$ cat src/rtl/nvp_pkg.sv
package nvp_pkg;
  typedef enum logic [1:0] {
    ST_RECALL = 2'd0,
    ST_IDLE   = 2'd1,
    ST_COMMIT = 2'd2
  } seq_st_t;
endpackage

$ cat src/rtl/nvp_page_buf.sv
module nvp_page_buf #(
  parameter int AW = 8,
  parameter int DW = 8
) (
  input  logic                 clk,
  input  logic                 rst_n,
  input  logic                 accept,
  input  logic                 addr_load,
  input  logic [AW-1:0]        addr_in,
  input  logic                 wr_en,
  input  logic [DW-1:0]        wr_data,
  input  logic                 clr,
  output logic [AW-2:0]        page,
  output logic [1:0][DW-1:0]   pg_data,
  output logic [1:0]           mask
);
  logic [AW-1:0]      ptr_q, ptr_d;
  logic [1:0][DW-1:0] data_q, data_d;
  logic [1:0]         mask_q, mask_d;

  always_comb begin
    ptr_d  = ptr_q;
    data_d = data_q;
    mask_d = mask_q;
    if (accept && addr_load) begin
      ptr_d  = addr_in;
      mask_d = '0;
    end else if (accept && wr_en) begin
      data_d[ptr_q[0]] = wr_data;
      mask_d[ptr_q[0]] = 1'b1;
      ptr_d            = {ptr_q[AW-1:1], ~ptr_q[0]};
    end
    if (clr) mask_d = '0;
  end

  always_ff @(posedge clk or negedge rst_n) begin
    if (!rst_n) begin
      ptr_q  <= '0;
      data_q <= '0;
      mask_q <= '0;
    end else begin
      ptr_q  <= ptr_d;
      data_q <= data_d;
      mask_q <= mask_d;
    end
  end

  assign page    = ptr_q[AW-1:1];
  assign pg_data = data_q;
  assign mask    = mask_q;


  buf_hold_chk: assert property (@(posedge clk) disable iff (!rst_n)
    !accept |=> ($stable(data_q) && $stable(ptr_q)));
endmodule

$ cat src/rtl/nvp_seq.sv
module nvp_seq
  import nvp_pkg::*;
#(
  parameter int AW         = 8,
  parameter int WR_CYCLES  = 40,
  parameter int USER_BYTES = 16,
  parameter int SET_BASE   = 248,
  parameter int NUM_SET    = 3
) (
  input  logic          clk,
  input  logic          rst_n,
  input  logic          stop,
  input  logic [1:0]    mask,
  input  logic [AW-2:0] page,
  output logic          busy,
  output logic          done,
  output logic          recall,
  output logic          clr
);
  localparam int CW        = (WR_CYCLES > 1) ? $clog2(WR_CYCLES) : 1;
  localparam int USER_PG   = USER_BYTES / 2;
  localparam int SET_PG_LO = SET_BASE / 2;
  localparam int SET_PG_HI = (SET_BASE + NUM_SET - 1) / 2;

  seq_st_t       st_q, st_d;
  logic [CW-1:0] cnt_q, cnt_d;
  logic          page_ok;

  always_comb begin
    page_ok = (int'(page) < USER_PG) ||
              ((int'(page) >= SET_PG_LO) && (int'(page) <= SET_PG_HI));
  end

  always_comb begin
    st_d   = st_q;
    cnt_d  = cnt_q;
    done   = 1'b0;
    recall = 1'b0;
    clr    = 1'b0;
    case (st_q)
      ST_RECALL: begin
        recall = 1'b1;
        st_d   = ST_IDLE;
      end
      ST_IDLE: begin
        if (stop) begin
          if ((|mask) && page_ok) begin
            st_d  = ST_COMMIT;
            cnt_d = CW'(WR_CYCLES - 1);
          end else begin
            clr = 1'b1;
          end
        end
      end
      ST_COMMIT: begin
        if (cnt_q == '0) begin
          done = 1'b1;
          clr  = 1'b1;
          st_d = ST_IDLE;
        end else begin
          cnt_d = cnt_q - 1'b1;
        end
      end
      default: st_d = ST_IDLE;
    endcase
  end

  always_ff @(posedge clk or negedge rst_n) begin
    if (!rst_n) begin
      st_q  <= ST_RECALL;
      cnt_q <= '0;
    end else begin
      st_q  <= st_d;
      cnt_q <= cnt_d;
    end
  end

  assign busy = (st_q != ST_IDLE);


  commit_start_chk: assert property (@(posedge clk) disable iff (!rst_n)
    $rose(busy) |-> $past(stop));
endmodule

$ cat src/rtl/nvp_store.sv
module nvp_store #(
  parameter int             AW         = 8,
  parameter int             DW         = 8,
  parameter int             USER_BYTES = 16,
  parameter int             SET_BASE   = 248,
  parameter int             NUM_SET    = 3,
  parameter logic [DW-1:0]  USER_DFLT  = '0,
  parameter logic [DW-1:0]  SET_DFLT   = 8'h3F
) (
  input  logic                       clk,
  input  logic                       rst_n,
  input  logic                       commit,
  input  logic [AW-2:0]              page,
  input  logic [1:0][DW-1:0]         pg_data,
  input  logic [1:0]                 mask,
  input  logic [AW-1:0]              rd_addr,
  output logic [DW-1:0]              rd_data,
  output logic [NUM_SET-1:0][DW-1:0] set_nxt
);
  logic [USER_BYTES-1:0][DW-1:0] user_q, user_d;
  logic [NUM_SET-1:0][DW-1:0]    set_q, set_d;

  for (genvar i = 0; i < USER_BYTES; i++) begin : g_user
    localparam logic [AW-2:0] PG = (AW-1)'(i / 2);
    assign user_d[i] = (commit && (page == PG) && mask[i % 2]) ?
                       pg_data[i % 2] : user_q[i];
  end

  for (genvar j = 0; j < NUM_SET; j++) begin : g_set
    localparam int            AD = SET_BASE + j;
    localparam logic [AW-2:0] PG = (AW-1)'(AD / 2);
    assign set_d[j] = (commit && (page == PG) && mask[AD % 2]) ?
                      pg_data[AD % 2] : set_q[j];
  end

  always_ff @(posedge clk or negedge rst_n) begin
    if (!rst_n) begin
      for (int i = 0; i < USER_BYTES; i++) user_q[i] <= USER_DFLT;
      for (int j = 0; j < NUM_SET; j++)    set_q[j]  <= SET_DFLT;
    end else if (commit) begin
      user_q <= user_d;
      set_q  <= set_d;
    end
  end

  always_comb begin
    rd_data = '0;
    for (int i = 0; i < USER_BYTES; i++)
      if (rd_addr == AW'(i)) rd_data = user_q[i];
    for (int j = 0; j < NUM_SET; j++)
      if (rd_addr == AW'(SET_BASE + j)) rd_data = set_q[j];
  end

  assign set_nxt = set_d;


  store_hold_chk: assert property (@(posedge clk) disable iff (!rst_n)
    !commit |=> ($stable(user_q) && $stable(set_q)));
endmodule

$ cat src/rtl/nvp_live.sv
module nvp_live #(
  parameter int DW      = 8,
  parameter int NUM_SET = 3,
  parameter int MAX_POS = 63
) (
  input  logic                       clk,
  input  logic                       rst_n,
  input  logic                       load,
  input  logic [NUM_SET-1:0][DW-1:0] src,
  output logic [NUM_SET-1:0][DW-1:0] live,
  output logic [NUM_SET-1:0]         hiz
);
  logic [NUM_SET-1:0][DW-1:0] live_q, live_d;

  always_comb begin
    live_d = live_q;
    if (load) live_d = src;
  end

  always_ff @(posedge clk or negedge rst_n) begin
    if (!rst_n) live_q <= '0;
    else if (load) live_q <= live_d;
  end

  for (genvar k = 0; k < NUM_SET; k++) begin : g_hiz
    assign hiz[k] = (live_q[k] > DW'(MAX_POS));
  end

  assign live = live_q;
endmodule

$ cat src/rtl/nvpage_commit.sv
module nvpage_commit #(
  parameter int AW         = 8,
  parameter int DW         = 8,
  parameter int USER_BYTES = 16,
  parameter int SET_BASE   = 248,
  parameter int NUM_SET    = 3,
  parameter int MAX_POS    = 63,
  parameter int WR_CYCLES  = 40
) (
  input  logic                  clk,
  input  logic                  rst_n,
  input  logic                  addr_load,
  input  logic [AW-1:0]         addr_in,
  input  logic                  wr_en,
  input  logic [DW-1:0]         wr_data,
  input  logic                  stop,
  input  logic [AW-1:0]         rd_addr,
  output logic [DW-1:0]         rd_data,
  output logic                  busy,
  output logic [NUM_SET*DW-1:0] set_val,
  output logic [NUM_SET-1:0]    set_hiz
);
  logic [AW-2:0]              page;
  logic [1:0][DW-1:0]         pg_data;
  logic [1:0]                 mask;
  logic                       done, recall, clr, busy_i;
  logic [NUM_SET-1:0][DW-1:0] set_nxt, live;

  nvp_page_buf #(.AW(AW), .DW(DW)) u_buf (
    .clk(clk), .rst_n(rst_n), .accept(!busy_i),
    .addr_load(addr_load), .addr_in(addr_in),
    .wr_en(wr_en), .wr_data(wr_data), .clr(clr),
    .page(page), .pg_data(pg_data), .mask(mask)
  );

  nvp_seq #(.AW(AW), .WR_CYCLES(WR_CYCLES), .USER_BYTES(USER_BYTES),
            .SET_BASE(SET_BASE), .NUM_SET(NUM_SET)) u_seq (
    .clk(clk), .rst_n(rst_n), .stop(stop), .mask(mask), .page(page),
    .busy(busy_i), .done(done), .recall(recall), .clr(clr)
  );

  nvp_store #(.AW(AW), .DW(DW), .USER_BYTES(USER_BYTES),
              .SET_BASE(SET_BASE), .NUM_SET(NUM_SET)) u_store (
    .clk(clk), .rst_n(rst_n), .commit(done), .page(page),
    .pg_data(pg_data), .mask(mask), .rd_addr(rd_addr),
    .rd_data(rd_data), .set_nxt(set_nxt)
  );

  nvp_live #(.DW(DW), .NUM_SET(NUM_SET), .MAX_POS(MAX_POS)) u_live (
    .clk(clk), .rst_n(rst_n), .load(recall | done), .src(set_nxt),
    .live(live), .hiz(set_hiz)
  );

  assign set_val = live;
  assign busy    = busy_i;


  set_hold_chk: assert property (@(posedge clk) disable iff (!rst_n)
    !$stable(set_val) |-> $past(busy));
endmodule

$ cat config.mk
export PLATFORM = sky130hd
export DESIGN_NAME = nvpage_commit
export DESIGN_NICKNAME = d
export VERILOG_FILES = /design/src/rtl/nvp_pkg.sv /design/src/rtl/nvp_page_buf.sv /design/src/rtl/nvp_seq.sv /design/src/rtl/nvp_store.sv /design/src/rtl/nvp_live.sv /design/src/rtl/nvpage_commit.sv
export SDC_FILE = /design/constraint.sdc
export NUM_CORES = 1
export LEC_CHECK = 0
export BUFFER_PORTS_ARGS = -buffer_cell sky130_fd_sc_hd__buf_2
export CORE_AREA = 4 4 158 129
export CTS_CLUSTER_DIAMETER = 60
export DETAILED_ROUTE_END_ITERATION = 10
export DIE_AREA = 0 0 162 133
export PLACE_DENSITY = 0.78
export SYNTH_ARGS = -nofsm -noshare
export SYNTH_HDL_FRONTEND = slang
export SYNTH_SLANG_ARGS = --single-unit
$ cat constraint.sdc
create_clock -name clk -period 2.3 [get_ports clk]
set_input_delay 0.115 -clock clk [delete_from_list [all_inputs] [get_ports clk]]
set_output_delay 0.115 -clock clk [all_outputs]
set_load 0.05 [all_outputs]
# [Yosys cells after proc, flatten, opt, wreduce, memory -nomap -nowiden]
# Cells that the tools add are included.
[op_classes] n_addsub=1 n_lt_le_gt_ge=8 n_eq_ne=34 mux=46 bitwise_logic=4 n_reduce_logical=63
[ops] operator="$mux W8" n=24
[ops] operator="$eq A8 B4 Y1 const B" n=8
[ops] operator="$logic_and A1 B1 Y1" n=34
[ops] operator="$reduce_and A2 Y1" n=17
[ops] operator="$eq A8 B3 Y1 const B" n=4
[ops] operator="$eq A7 B3 Y1 const B" n=4
[ops] operator="$eq A8 B8 Y1 const B" n=3
[ops] operator="$gt A8 B6 Y1 const B" n=3
[ops] operator="$mux W6" n=3
[ops] operator="$bwmux W16" n=1
[ops] operator="$eq A8 B2 Y1 const B" n=2
[ops] operator="$eq A7 B2 Y1 const B" n=2
[ops] operator="$eq A7 B7 Y1 const B" n=2
[ops] operator="$mux W2" n=6
[ops] operator="$pmux W6 S2" n=1
[ops] operator="$demux W8 S1" n=1
[ops] operator="$eq A8 B1 Y1 const B" n=1
[ops] operator="$logic_not A8 Y1" n=1
[ops] operator="$eq A7 B1 Y1 const B" n=1
[ops] operator="$ge A7 B7 Y1 const B" n=1
[ops] operator="$le A7 B7 Y1 const B" n=1
[ops] operator="$logic_not A7 Y1" n=1
[ops] operator="$lt A7 B4 Y1 const B" n=1
[ops] operator="$mux W1" n=7
[ops] operator="22 further kinds" n=27
[word_totals] register_bits=210 inputBits=29 out_inout_bits=36 elab_cells=185

# [Depth between registers and ports, before layout]
# Gate-level depths: netlist of run 1.
[logic_depth] ltp_word=20 depth_mapped=10 mapped_depth_nobuf=7

# [Hierarchy]
# Synthesis of run 1 repeated with hierarchy kept, for this count alone.
[unflattened] cells_unflattened=851 area_unflattened_um2=10745.3
[by_module_without_submodules] mod="nvp_store" n_inst=1 cells_each=668 area_per_inst_um2=8079.0 seq_area_each_um2=3826.2
[by_module_without_submodules] mod="nvp_page_buf" n_inst=1 cells_each=70 area_per_inst_um2=1108.6 seq_area_each_um2=650.6
[by_module_without_submodules] mod="nvp_live" n_inst=1 cells_each=54 area_per_inst_um2=1016.0 seq_area_each_um2=600.6
[by_module_without_submodules] mod="nvp_seq" n_inst=1 cells_each=57 area_per_inst_um2=531.8 seq_area_each_um2=200.2
[by_module_without_submodules] mod="nvpage_commit" n_inst=1 cells_each=2 area_per_inst_um2=10.0 seq_area_each_um2=0.0

# [Worst setup path after synthesis of run 1]
# Ideal clock, no wire load.
[synth_timing] path_type="input -> output" from="input rd_addr[4]" to="output rd_data[6]" arrival_time_ps=2322 t_required_ps=2185 slack_ps=-137 stages=5 path_buffers=0 path_cell_list="nor4_1 > nand2_1 > a211oi_1 > a221oi_1 > o21ai_0"
[synth_via] elab_chain_cells=20 word_cells_on_any_way=38 cone_classes="eq/ne: 18; mux: 19; reduce/logical: 1"
[synth_lines] element="start: declaration" line_no="nvpage_commit.sv:17" text="input logic [AW-1:0] rd_addr,"
[synth_lines] element="$logic_not A8 Y1" line_no="nvp_store.sv:49" text="if (rd_addr == AW'(i)) rd_data = user_q[i];"
[synth_lines] element="$mux W8 (16 in a row)" line_no="nvp_store.sv:49"
[synth_lines] element="$mux W8 (2 in a row)" line_no="nvp_store.sv:51" text="if (rd_addr == AW'(SET_BASE + j)) rd_data = set_q[j];"
[synth_lines] element="$mux W8 (*)" line_no="nvp_store.sv:51"
[synth_lines] element="end: declaration" line_no="nvpage_commit.sv:18" text="output logic [DW-1:0] rd_data,"
# Mark *: on every way between the ends. The rest lies on a longest branch, timed or not.

# [Worst setup path in the final report of run 1]
[layout_timing] from="input rd_addr[4]" to="output rd_data[0]"
# Same word-level chain as after synthesis.

==> metrics, run 1 <==
Core Footprint=0.0188 mm2; Least-Margin Pin Slew=0.729 ns; DIE HEIGHT=133 um; area grow syn2layout=18.9%; clock transition at the registers of the reported paths=0.06 ns; final hold viol count=0; worst vdd rail ir drop=774 uV; Hold Path Class=in2reg; 1st-pass router iterations=6; pre-CTS setup slack=0.00491 ns; max_cap viols=0; FFs w/ async S/R, synth=1.00; fin crit share=0.985; FILL cells=1,401; vias in the first global route=7,582; CP required=2.18 ns; final setup fails=0; clock root buffer=clkbuf_16; Yosys top cell by area=dfrtp_1; post-synth cell types=76; Leakage=5.73 nW; synthesized flop and latch total=210; pin count of the biggest net entering global routing=83; Vias=7,251; top cell type's share of synthesized area=0.471; Achievable Freq=441 MHz; worst skew pair latency=0.51 ns; antenna viol nets, final=0; top_reg_cell synth=dfrtp_1; RSZ-0062 raised after global routing=true; pins over their slew limit=0; Longest Clk Path Bufs=3; fin cells=1,152; share of layout cells above drive strength 1=0.472; initial drt markers=782; Initial Util=0.543; critical path class=in2out; number of synthesized flops with an enable pin=0; Final Skew=0.0156 ns; family with the most delay on the worst path=simple AND/OR/NAND/NOR gates; Die ar.=0.0215 mm2; most frequent cells in the layout=mux2_2, dfrtp_1, buf_2, buf_4, nand2_1; total grt overflow=0; placed cells=1,095; Mapped Avg Cell Area=13.0 um2; PnR worst setup slack=0.0339 ns; TritonCTS clock tree=built; cell count after synthesis=788; status=finished, final reports clean; final wirelength=28,000 um; Synth area leaders=dfrtp_1, mux2_2, dfstp_2, mux2i_1, mux4_2; pwr dens=822 mW/mm2; Num CTS Buffers=21; num ports=65; initial antenna violation count=0; Arrival @ worst endpoint=2.15 ns; DP Wirelength=18,500 um; Tmin final=2.27 ns; Final GP Congestion=0.939; Critical Path Max Stage Delay=0.54 ns; all-layer global routing usage=0.262; Hold WS=0.0793 ns; endpoint type of the worst setup path=output pin; Max FO, Critical Path=15; slowest CP cell=or4_1; first-pass GRT wire length=44,000 um; Cell Rows=45; Setup crit start kind=input port; yosys warns=0; die width=162 um; DRC Markers=0; most used cell along the critical path=buf_2; WL per Instance=24.3 um; net count after synthesis=821; diode count=0; post-synthesis cell area=0.0102 mm2; Vias/cell=6.29; fin nets=912; buffer and inverter count on the worst path=3; most common cell after layout, fill and taps aside=mux2_2; CTS sink cnt=210; IO buf count=64; Post-CTS Setup Inserts=0; Slew HR=0.512; H-tree depth=1; sequential share of the synthesized area=0.517; CP Cell Sequence=buf_2 -> or4_1 -> buf_4 -> nor2_1 -> nand2_1 -> o221ai_1 -> a31oi_1 -> buf_2
[logic make-up (layout without fill, tap and decap cells)]
group	after synthesis	count (layout)	synth area share
flops	210	210	0.517
buf+inv	76	182	0.0374
compound gates	126	126	0.0872
simple gates	138	138	0.0870
fa+ha+maj	4	4	0.00490
mux	234	234	0.267
[through the flow]
step | TNS (ns) | power (mW) | utilization | instance area, um2
global placement | 0 | 6.16 | 0.586 | 11000
CTS | 0 | 9.94 | 0.641 | 12000
global route | -0.0563 | 10.3 | 0.646 | 12100
detailed placement | 0 | 6.21 | 0.586 | 11000
finish | 0 | 9.98 | 0.646 | 12100
floorplan | 0 | 5.43 | - | 10200
[registers in the layout, indices dropped and copies added (netlist names)]
name,flops
u_store.user_q,128
u_live.live,24
u_seq.cnt_q,6
u_buf.mask,2
u_seq.st_q,2
u_buf.ptr_q,8
u_store.set_q,24
u_buf.pg_data,16
[layout make-up]
class / count / area (um2) / share of cell area
Clock buffer: 30 / 629 / 0.0518
Clock inverter: 8 / 124 / 0.0102
Inverter: 16 / 60.1 / 0.00495
Multi-Input combinational cell: 502 / 4710 / 0.388
Sequential cell: 210 / 5280 / 0.435
Tap cell: 258 / 323 / 0.0266
Timing Repair Buffer: 128 / 1010 / 0.0836
[routing by layer]
metal / vias to the layer above / part of all wire / track usage
met1: 3688 / 0.42 / 0.378
met4: 0 / 0.021 / 0.0643
met2: 401 / 0.46 / 0.403
met3: 58 / 0.10 / 0.0648
li1: 3104 / - / -
met5: - / 0 / 0
[worst reg2reg max path, stage by stage (launching register included)]
cell     delay [ns]
dfrtp_1        0.40
inv_1          0.08
ha_1           0.19
nor2b_4        0.18
nand3_2        0.16
nor3_4         0.27
buf_12         0.16
mux2_2         0.37
mux2_2         0.28
[Yosys cell counts, types with 3 or more instances]
| cell | count |
|---|---|
| and2_1 | 4 |
| mux2_4 | 8 |
| o22ai_1 | 14 |
| o21a_1 | 4 |
| nor2_1 | 25 |
| nand3_1 | 8 |
| nand2_1 | 29 |
| nor3_1 | 11 |
| ha_1 | 4 |
| nand4_4 | 5 |
| a22oi_1 | 6 |
| buf_2 | 12 |
| a22o_1 | 8 |
| nor2b_1 | 6 |
| and3_1 | 4 |
| a31oi_1 | 8 |
| inv_1 | 14 |
| mux2_1 | 8 |
| o21ai_0 | 19 |
| buf_1 | 12 |
| o32ai_1 | 5 |
| dfrtp_1 | 192 |
| clkbuf_1 | 23 |
| mux4_2 | 7 |
| o221ai_1 | 5 |
| a211oi_1 | 6 |
| a221oi_1 | 4 |
| buf_6 | 6 |
| or2_2 | 6 |
| a21oi_1 | 17 |
| o211ai_1 | 7 |
| or3_1 | 3 |
| nand2b_1 | 8 |
| buf_4 | 5 |
| mux2_2 | 194 |
| dfstp_2 | 18 |
| mux2i_1 | 17 |
| and4_1 | 3 |
| a2bb2oi_1 | 3 |
[power by group]
part | total [mW] | internal (mW) | switching, mW
combinational | 1.51 | 0.636 | 0.874
clock | 3.70 | 2.25 | 1.46
sequential | 4.77 | 3.94 | 0.823
[repair_timing]
action                                  CTS  global route
gates resized for setup                  14            21
hold buffers                             19             0
endpoints found under the setup margin   15           117
hold endpoints to repair                 76             0
pin swaps                                 5             6
[final timing paths]
path	start	end	slack, ns	cells after the start
max reg2reg	u_seq.cnt_q[0]	u_live.live[19]	0.11	8
max in group asynchronous	rst_n	u_store.set_q[21]	1.32	3
max	rd_addr[4]	rd_data[0]	0.03	8
min	stop	u_seq.st_q[1]	0.08	3
min in group asynchronous	rst_n	u_store.user_q[37]	0.16	2
min reg2reg	u_store.user_q[18]	u_store.user_q[18]	0.49	1
Power figures use the tool's default switching activity.
==> run 2: changes to the inputs <==
--- a/config.mk
+++ b/config.mk
@@ -8,9 +8,10 @@
 export BUFFER_PORTS_ARGS = -buffer_cell sky130_fd_sc_hd__buf_2
 export CORE_AREA = 4 4 158 129
 export CTS_CLUSTER_DIAMETER = 60
+export CTS_CLUSTER_SIZE = 16
 export DETAILED_ROUTE_END_ITERATION = 10
 export DIE_AREA = 0 0 162 133
-export PLACE_DENSITY = 0.78
+export PLACE_DENSITY = 0.76
 export SYNTH_ARGS = -nofsm -noshare
 export SYNTH_HDL_FRONTEND = slang
 export SYNTH_SLANG_ARGS = --single-unit
==> run 2 against run 1 <==
Critical endpoint is now rd_data[2]. First-iteration DRC count decreased by 1.2%. Hold slack got worse by 0.025 ns. Sequential share of layout area increased by 0.76 points. Non-clock buffer count increased by 9. Count of clock-buffer cells in the layout decreased by 8. Highest routed layer unchanged. Global-route usage decreased by 0.84 points. Sequential power about the same. Core utilization decreased by 1.1 points. Largest cell class unchanged. Combinational power about the same. Via count decreased by 2.2%. Register-to-register slack got worse by 0.09 ns. Final area decreased by 1.7%.
==> metrics, run 2 (synthesis results as in run 1) <==
Slew HR=0.534 (was 0.512); H-tree depth=1 (unchanged); DRC Markers=0 (unchanged); total grt overflow=0 (unchanged); Final Instance Area=0.0119 mm2 (was 0.0121 mm2); Tmin final=2.30 ns (was 2.27 ns); Hold Path Class=in2reg (unchanged); final wirelength=27,100 um (was 28,000 um); Die ar.=0.0215 mm2 (unchanged); critical path class=in2out (unchanged); first-pass GRT wire length=42,900 um (was 44,000 um); endpoint type of the worst setup path=output pin (unchanged); Core Util, Final=0.634 (was 0.646); worst vdd rail ir drop=809 uV (was 774 uV); Num CTS Buffers=17 (was 21); CP required=2.18 ns (about the same); fin nets=917 (was 912); Vias/cell=6.17 (was 6.29); FILL cells=1,438 (was 1,401); min-delay src=stop (unchanged); Least-Margin Pin Slew=0.698 ns (was 0.729 ns); Hold WS=0.0544 ns (was 0.0793 ns); die width=162 um (unchanged); 1st-pass router iterations=5 (was 6); most common cell after layout, fill and taps aside=mux2_2 (unchanged); clock transition at the registers of the reported paths=0.06 ns (about the same); fin cells=1,149 (was 1,152); Final GP Congestion=0.964 (was 0.939); Core Footprint=0.0188 mm2 (unchanged); initial antenna violation count=0 (unchanged); placed cells=1,104 (was 1,095); Leakage=5.67 nW (was 5.73 nW); Final Skew=0.00869 ns (was 0.0156 ns); pins over their slew limit=0 (unchanged); DIE HEIGHT=133 um (unchanged); share of layout cells above drive strength 1=0.465 (was 0.472); status=finished, final reports clean (unchanged); Crit Reg-Reg Startpoint=u_seq.cnt_q[0] (unchanged); final hold viol count=0 (unchanged); max_cap viols=0 (unchanged); Cell Rows=45 (unchanged); antenna viol nets, final=0 (unchanged); all-layer global routing usage=0.254 (was 0.262); Largest Register=u_store.user_q (unchanged); pin count of the biggest net entering global routing=56 (was 83); final setup fails=0 (unchanged); Max FO, Critical Path=15 (unchanged); Setup crit start kind=input port (unchanged); WL per Instance=23.6 um (was 24.3 um); num ports=65 (unchanged); TritonCTS clock tree=built (unchanged); RSZ-0062 raised after global routing=true (unchanged); initial drt markers=773 (was 782); IO buf count=64 (unchanged); vias in the first global route=7,307 (was 7,582); most frequent cells in the layout=mux2_2, dfrtp_1, buf_2, buf_4, nand2_1 (unchanged); fin crit share=0.999 (was 0.985); setup TNS=0 ns (unchanged); CTS sink cnt=210 (unchanged); pwr dens=772 mW/mm2 (was 822 mW/mm2); max reg flops=128 (unchanged); Setup crit start=rd_addr[4] (unchanged); Achievable Freq=435 MHz (was 441 MHz); Initial Util=0.543 (unchanged); diode count=0 (unchanged); worst skew pair latency=0.49 ns (was 0.51 ns); DP Area=0.0111 mm2 (was 0.0110 mm2); Longest Clk Path Bufs=3 (unchanged); DP Wirelength=18,500 um (about the same); Arrival @ worst endpoint=2.18 ns (was 2.15 ns); Vias=7,091 (was 7,251); clock root buffer=clkbuf_16 (unchanged); area grow syn2layout=16.8% (was 18.9%)
run 2: cell types whose count changed in the layout (fill, tap and decap cells not counted), sizes merged:
cell,delta
buf,+7
clkinvlp,-2
bufinv,-1
clkbuf,-6
clkinv,-1
run 2: final cells by class:
class                      instances  area (um2)  share of cell area
clock buffer                      22         444              0.0372
clock inverter                     4        77.6             0.00650
inverter                          16        60.1             0.00503
multi-input combinational        502        4670               0.391
sequential                       210        5280               0.442
tap                              258         323              0.0271
timing repair buffer             137        1080              0.0907
run 2: worst paths after layout:
check                                     endpoint  slack [ns]  cells past startpoint
worst max-delay path                    rd_data[2]       0.002                      8
worst min-delay path                 u_seq.st_q[1]        0.05                      3
worst max register to register     u_live.live[14]        0.02                      8
worst min register to register  u_store.user_q[21]        0.50                      1
max in group asynchronous         u_store.set_q[4]        1.38                      3
min in group asynchronous       u_store.user_q[36]        0.18                      2
run 2: repair_timing:
action                                  CTS  global route
pin swaps                                 1             7
endpoints found under the setup margin    4           129
setup buffers                             0             0
hold buffers                             19             0
gates resized for setup                   9            19
hold endpoints to repair                 74             0
run 2: per-layer routing:
metal,global-route usage,share of wire,up-vias
li1,-,-,3095
met1,0.385,0.44,3617
met2,0.384,0.44,327
met3,0.0448,0.087,52
met4,0.0597,0.024,0
met5,0,0,-
run 2: metrics by stage:
stage          power, mW  setup slack (ns)
2_1_floorplan       5.43            0.0198
3_3_place_gp        6.19            0.0380
3_5_place_dp        6.23            0.0122
4_1_cts             9.18           0.00687
5_1_grt             9.54           -0.0879
6_report            9.21           0.00221
run 2: where the power goes:
group	switching [mW]	internal, mW	leakage (nW)
logic	0.857	0.657	2.63
clock network	1.34	1.59	0.252
registers	0.831	3.94	2.79
run 2: worst max-delay path, stage by stage:
cell	delay [ns]
buf_2	0.12
or4_1	0.52
buf_4	0.23
nor3_1	0.29
a22oi_1	0.13
a221o_1	0.35
o211ai_1	0.14
clkbuf_4	0.30
==> run 3: changes to the inputs <==
--- a/config.mk
+++ b/config.mk
@@ -6,12 +6,15 @@
 export NUM_CORES = 1
 export LEC_CHECK = 0
 export BUFFER_PORTS_ARGS = -buffer_cell sky130_fd_sc_hd__buf_2
-export CORE_AREA = 4 4 158 129
+export CAP_MARGIN = 20
+export CORE_AREA = 4 4 162 133
 export CTS_CLUSTER_DIAMETER = 60
 export CTS_CLUSTER_SIZE = 16
 export DETAILED_ROUTE_END_ITERATION = 10
-export DIE_AREA = 0 0 162 133
+export DIE_AREA = 0 0 166 137
 export PLACE_DENSITY = 0.76
+export RECOVER_POWER = 25
 export SYNTH_ARGS = -nofsm -noshare
 export SYNTH_HDL_FRONTEND = slang
+export SYNTH_HIERARCHICAL = 1
 export SYNTH_SLANG_ARGS = --single-unit
==> run 3 against run 2 <==
Synthesized cell count grew 8.0%. Largest power group unchanged. The run now ends with negative setup slack left. Via count grew 11%. Sequential power grew 0.8%.
==> metrics, run 3 <==
status=finished, violations left (was finished, final reports clean); failing checks=negative setup slack; Final Skew=0.0134 ns (was 0.00869 ns); max_cap viols=0 (unchanged); Synth Area in Simple Gates=0.0968 (was 0.0870); worst vdd rail ir drop=660 uV (was 809 uV); final setup fails=50 (was 0); Num CTS Buffers=18 (was 17); Arrival @ worst endpoint=2.98 ns (was 2.18 ns); most frequent cells in the layout=dfrtp_1, mux2_2, buf_4, mux2_4, buf_2 (was mux2_2, dfrtp_1, buf_2, buf_4, nand2_1); final hold viol count=0 (unchanged); final wirelength=29,500 um (was 27,100 um); num ports=65 (unchanged); Hold Path Sink=u_buf/mask[1] (was u_seq.st_q[1]); Core Util, Final=0.668 (was 0.634); synth cell count leaders=mux2_2, dfrtp_1, nand2_1 (unchanged); share of layout cells above drive strength 1=0.499 (was 0.465); worst skew pair latency=0.50 ns (was 0.49 ns); FFs w/ async S/R, synth=1.00 (unchanged); Synth Area in Compound Gates=0.0785 (was 0.0872); largest family of logic cells by synthesized area=multiplexers (unchanged); total power=10.3 mW (was 9.21 mW); max reg flops=128 (unchanged); Final GP Congestion=0.976 (was 0.964); post-synth cell types=75 (was 76); all-layer global routing usage=0.258 (was 0.254); TritonCTS clock tree=built (unchanged); Longest Clk Path Bufs=3 (unchanged); RSZ-0062 raised after global routing=true (unchanged); flop2flop setup slack=-0.30 ns (was 0.02 ns); fin crit share=1.13 (was 0.999); Initial Util=0.544 (was 0.543); first-pass GRT wire length=46,100 um (was 42,900 um); Die ar.=0.0227 mm2 (was 0.0215 mm2); die width=166 um (was 162 um); cell count after synthesis=851 (was 788); min-delay src=stop (unchanged); clock transition at the registers of the reported paths=0.07 ns (was 0.06 ns); Mapped Avg Cell Area=12.6 um2 (was 13.0 um2); top_reg_cell synth=dfrtp_1 (unchanged); Cell Rows=46 (was 45); CTS sink cnt=210 (unchanged); number of cells on the worst reg-to-reg path=11 (was 8); Hold Path Class=in2reg (unchanged); Largest Register=u_store/user_q (was u_store.user_q); Synth area leaders=dfrtp_1, mux2_2, dfstp_2, mux2_4, mux2i_1 (was dfrtp_1, mux2_2, dfstp_2, mux2i_1, mux4_2); mux cell area share after synthesis=0.289 (was 0.267); fin nets=1,021 (was 917); diode count=0 (unchanged); IO buf count=64 (unchanged); WL per Instance=23.3 um (was 23.6 um); number of synthesized flops with an enable pin=0 (unchanged); endpoint type of the worst setup path=register (was output pin); initial drt markers=790 (was 773); DRC Markers=0 (unchanged); H-tree depth=1 (unchanged); clock root buffer=clkbuf_16 (unchanged); initial antenna violation count=0 (unchanged); Least-Margin Pin Slew=1.32 ns (was 0.698 ns); sequential share of the synthesized area=0.491 (was 0.517); most common cell after layout, fill and taps aside=dfrtp_1 (was mux2_2); Yosys top cell by area=dfrtp_1 (unchanged); Post-Synth XOR/XNOR Area=0 (unchanged); pin count of the biggest net entering global routing=91 (was 56); Max FO, Critical Path=5 (was 15); worst hold path depth=5 (was 3); dominant cell by count in the synthesized netlist=mux2_2 (unchanged); CP required=2.68 ns (was 2.18 ns); 1st-pass router iterations=5 (unchanged); post-synthesis cell area=0.0107 mm2 (was 0.0102 mm2); Slew HR=0.118 (was 0.534); DIE HEIGHT=137 um (was 133 um); Leakage=6.26 nW (was 5.67 nW); DP Wirelength=19,500 um (was 18,500 um); top cell type's share of synthesized area=0.447 (was 0.471); pins over their slew limit=0 (unchanged); Vias=7,836 (was 7,091); total grt overflow=0 (unchanged); critical path class=reg2reg (was in2out); RR Endpoint=u_live/live[8] (was u_live.live[14]); pwr dens=781 mW/mm2 (was 772 mW/mm2); Vias/cell=6.20 (was 6.17); Core Footprint=0.0197 mm2 (was 0.0188 mm2); yosys warns=6 (was 0); Tmin final=2.60 ns (was 2.30 ns); Setup crit start kind=register (was input port); Crit Reg-Reg Startpoint=u_seq/cnt_q[1] (was u_seq.cnt_q[0]); area share of fa/ha/maj cells after synthesis=0.00466 (was 0.00490); synthesized flop and latch total=210 (unchanged); area grow syn2layout=22.8% (was 16.8%); Achievable Freq=384 MHz (was 435 MHz); vias in the first global route=7,952 (was 7,307); PnR worst setup slack=-0.303 ns (was 0.00221 ns); net count after synthesis=884 (was 821); Hold WS=0.112 ns (was 0.0544 ns); antenna viol nets, final=0 (unchanged)
-- run 3: cells by family (layout without fill, tap and decap cells) --
| kind of cell | after synthesis | in the layout |
|---|---|---|
| mux | 260 | 260 |
| simple gates | 178 | 178 |
| flops | 210 | 210 |
| fa+ha+maj | 4 | 4 |
| compound gates | 119 | 119 |
| buf+inv | 80 | 229 |
-- run 3: metrics by stage --
stage	instances	setup TNS, ns	area [um2]	setup WS (ns)
after CTS	1262	-6.70	13100	-0.261
final	1264	-8.14	13200	-0.303
after detailed placement	1193	-5.86	11900	-0.318
after global routing	1264	-14.85	13200	-0.395
after floorplan	851	-9.40	10900	-0.425
after global placement	1193	-4.11	11900	-0.255
-- run 3: how the worst max path moves through the flow --
stage | start | endpoint | slack (ns) | depth (start not counted)
floorplan | u_seq/cnt_q[0] | u_live/live[10] | -0.43 | 10
global placement | u_seq/cnt_q[1] | u_live/live[3] | -0.26 | 11
detailed placement | u_seq/cnt_q[1] | u_live/live[3] | -0.32 | 11
CTS | u_seq/cnt_q[1] | u_live/live[7] | -0.26 | 11
global route | u_seq/cnt_q[0] | u_live/live[7] | -0.40 | 11
finish | u_seq/cnt_q[1] | u_live/live[8] | -0.30 | 11
-- run 3: layout make-up --
type / instances / area, um2
multi-input cells: 561 / 5320
repair buffers: 184 / 1550
fillers: 1393 / 6550
flip-flops and latches: 210 / 5280
clock inverters: 7 / 163
inverters: 13 / 48.8
well taps: 264 / 330
clock buffers: 25 / 508
-- run 3: layer usage --
layer,up-vias,part of all wire,wire length [um],global-route usage
met5,-,0,0,0
met4,0,0.031,905,0.0760
met3,70,0.090,2660,0.0612
met2,399,0.45,13300,0.405
met1,3973,0.43,12700,0.361
li1,3394,-,-,-
-- run 3: timing repair --
action                                 in CTS  in global routing
buffers inserted                           17                  5
cloned                                      1                  0
endpoints found under the hold margin      76                  0
resized for setup                          49                 30
hold buffers                               19                  0
pin swaps                                  11                 13
setup endpoints to repair                  46                102
-- run 3: power by group --
part / leakage, nW / switching (mW) / internal, mW
sequential: 2.80 / 0.877 / 3.94
combinational: 3.14 / 1.04 / 0.919
clock: 0.322 / 1.42 / 2.12
total: 6.26 / 3.34 / 6.97
-- run 3: critical path: stages, from the launching register on --
cell and delay (ns):
dfrtp_1 0.37, inv_1 0.06, ha_2 0.17, nor3b_4 0.20, and3_4 0.21, and4_4 0.22, nand3_4 0.09, nor4b_4 0.29
buf_6 0.17, buf_16 0.13, mux2_4 0.30, mux2_4 0.27
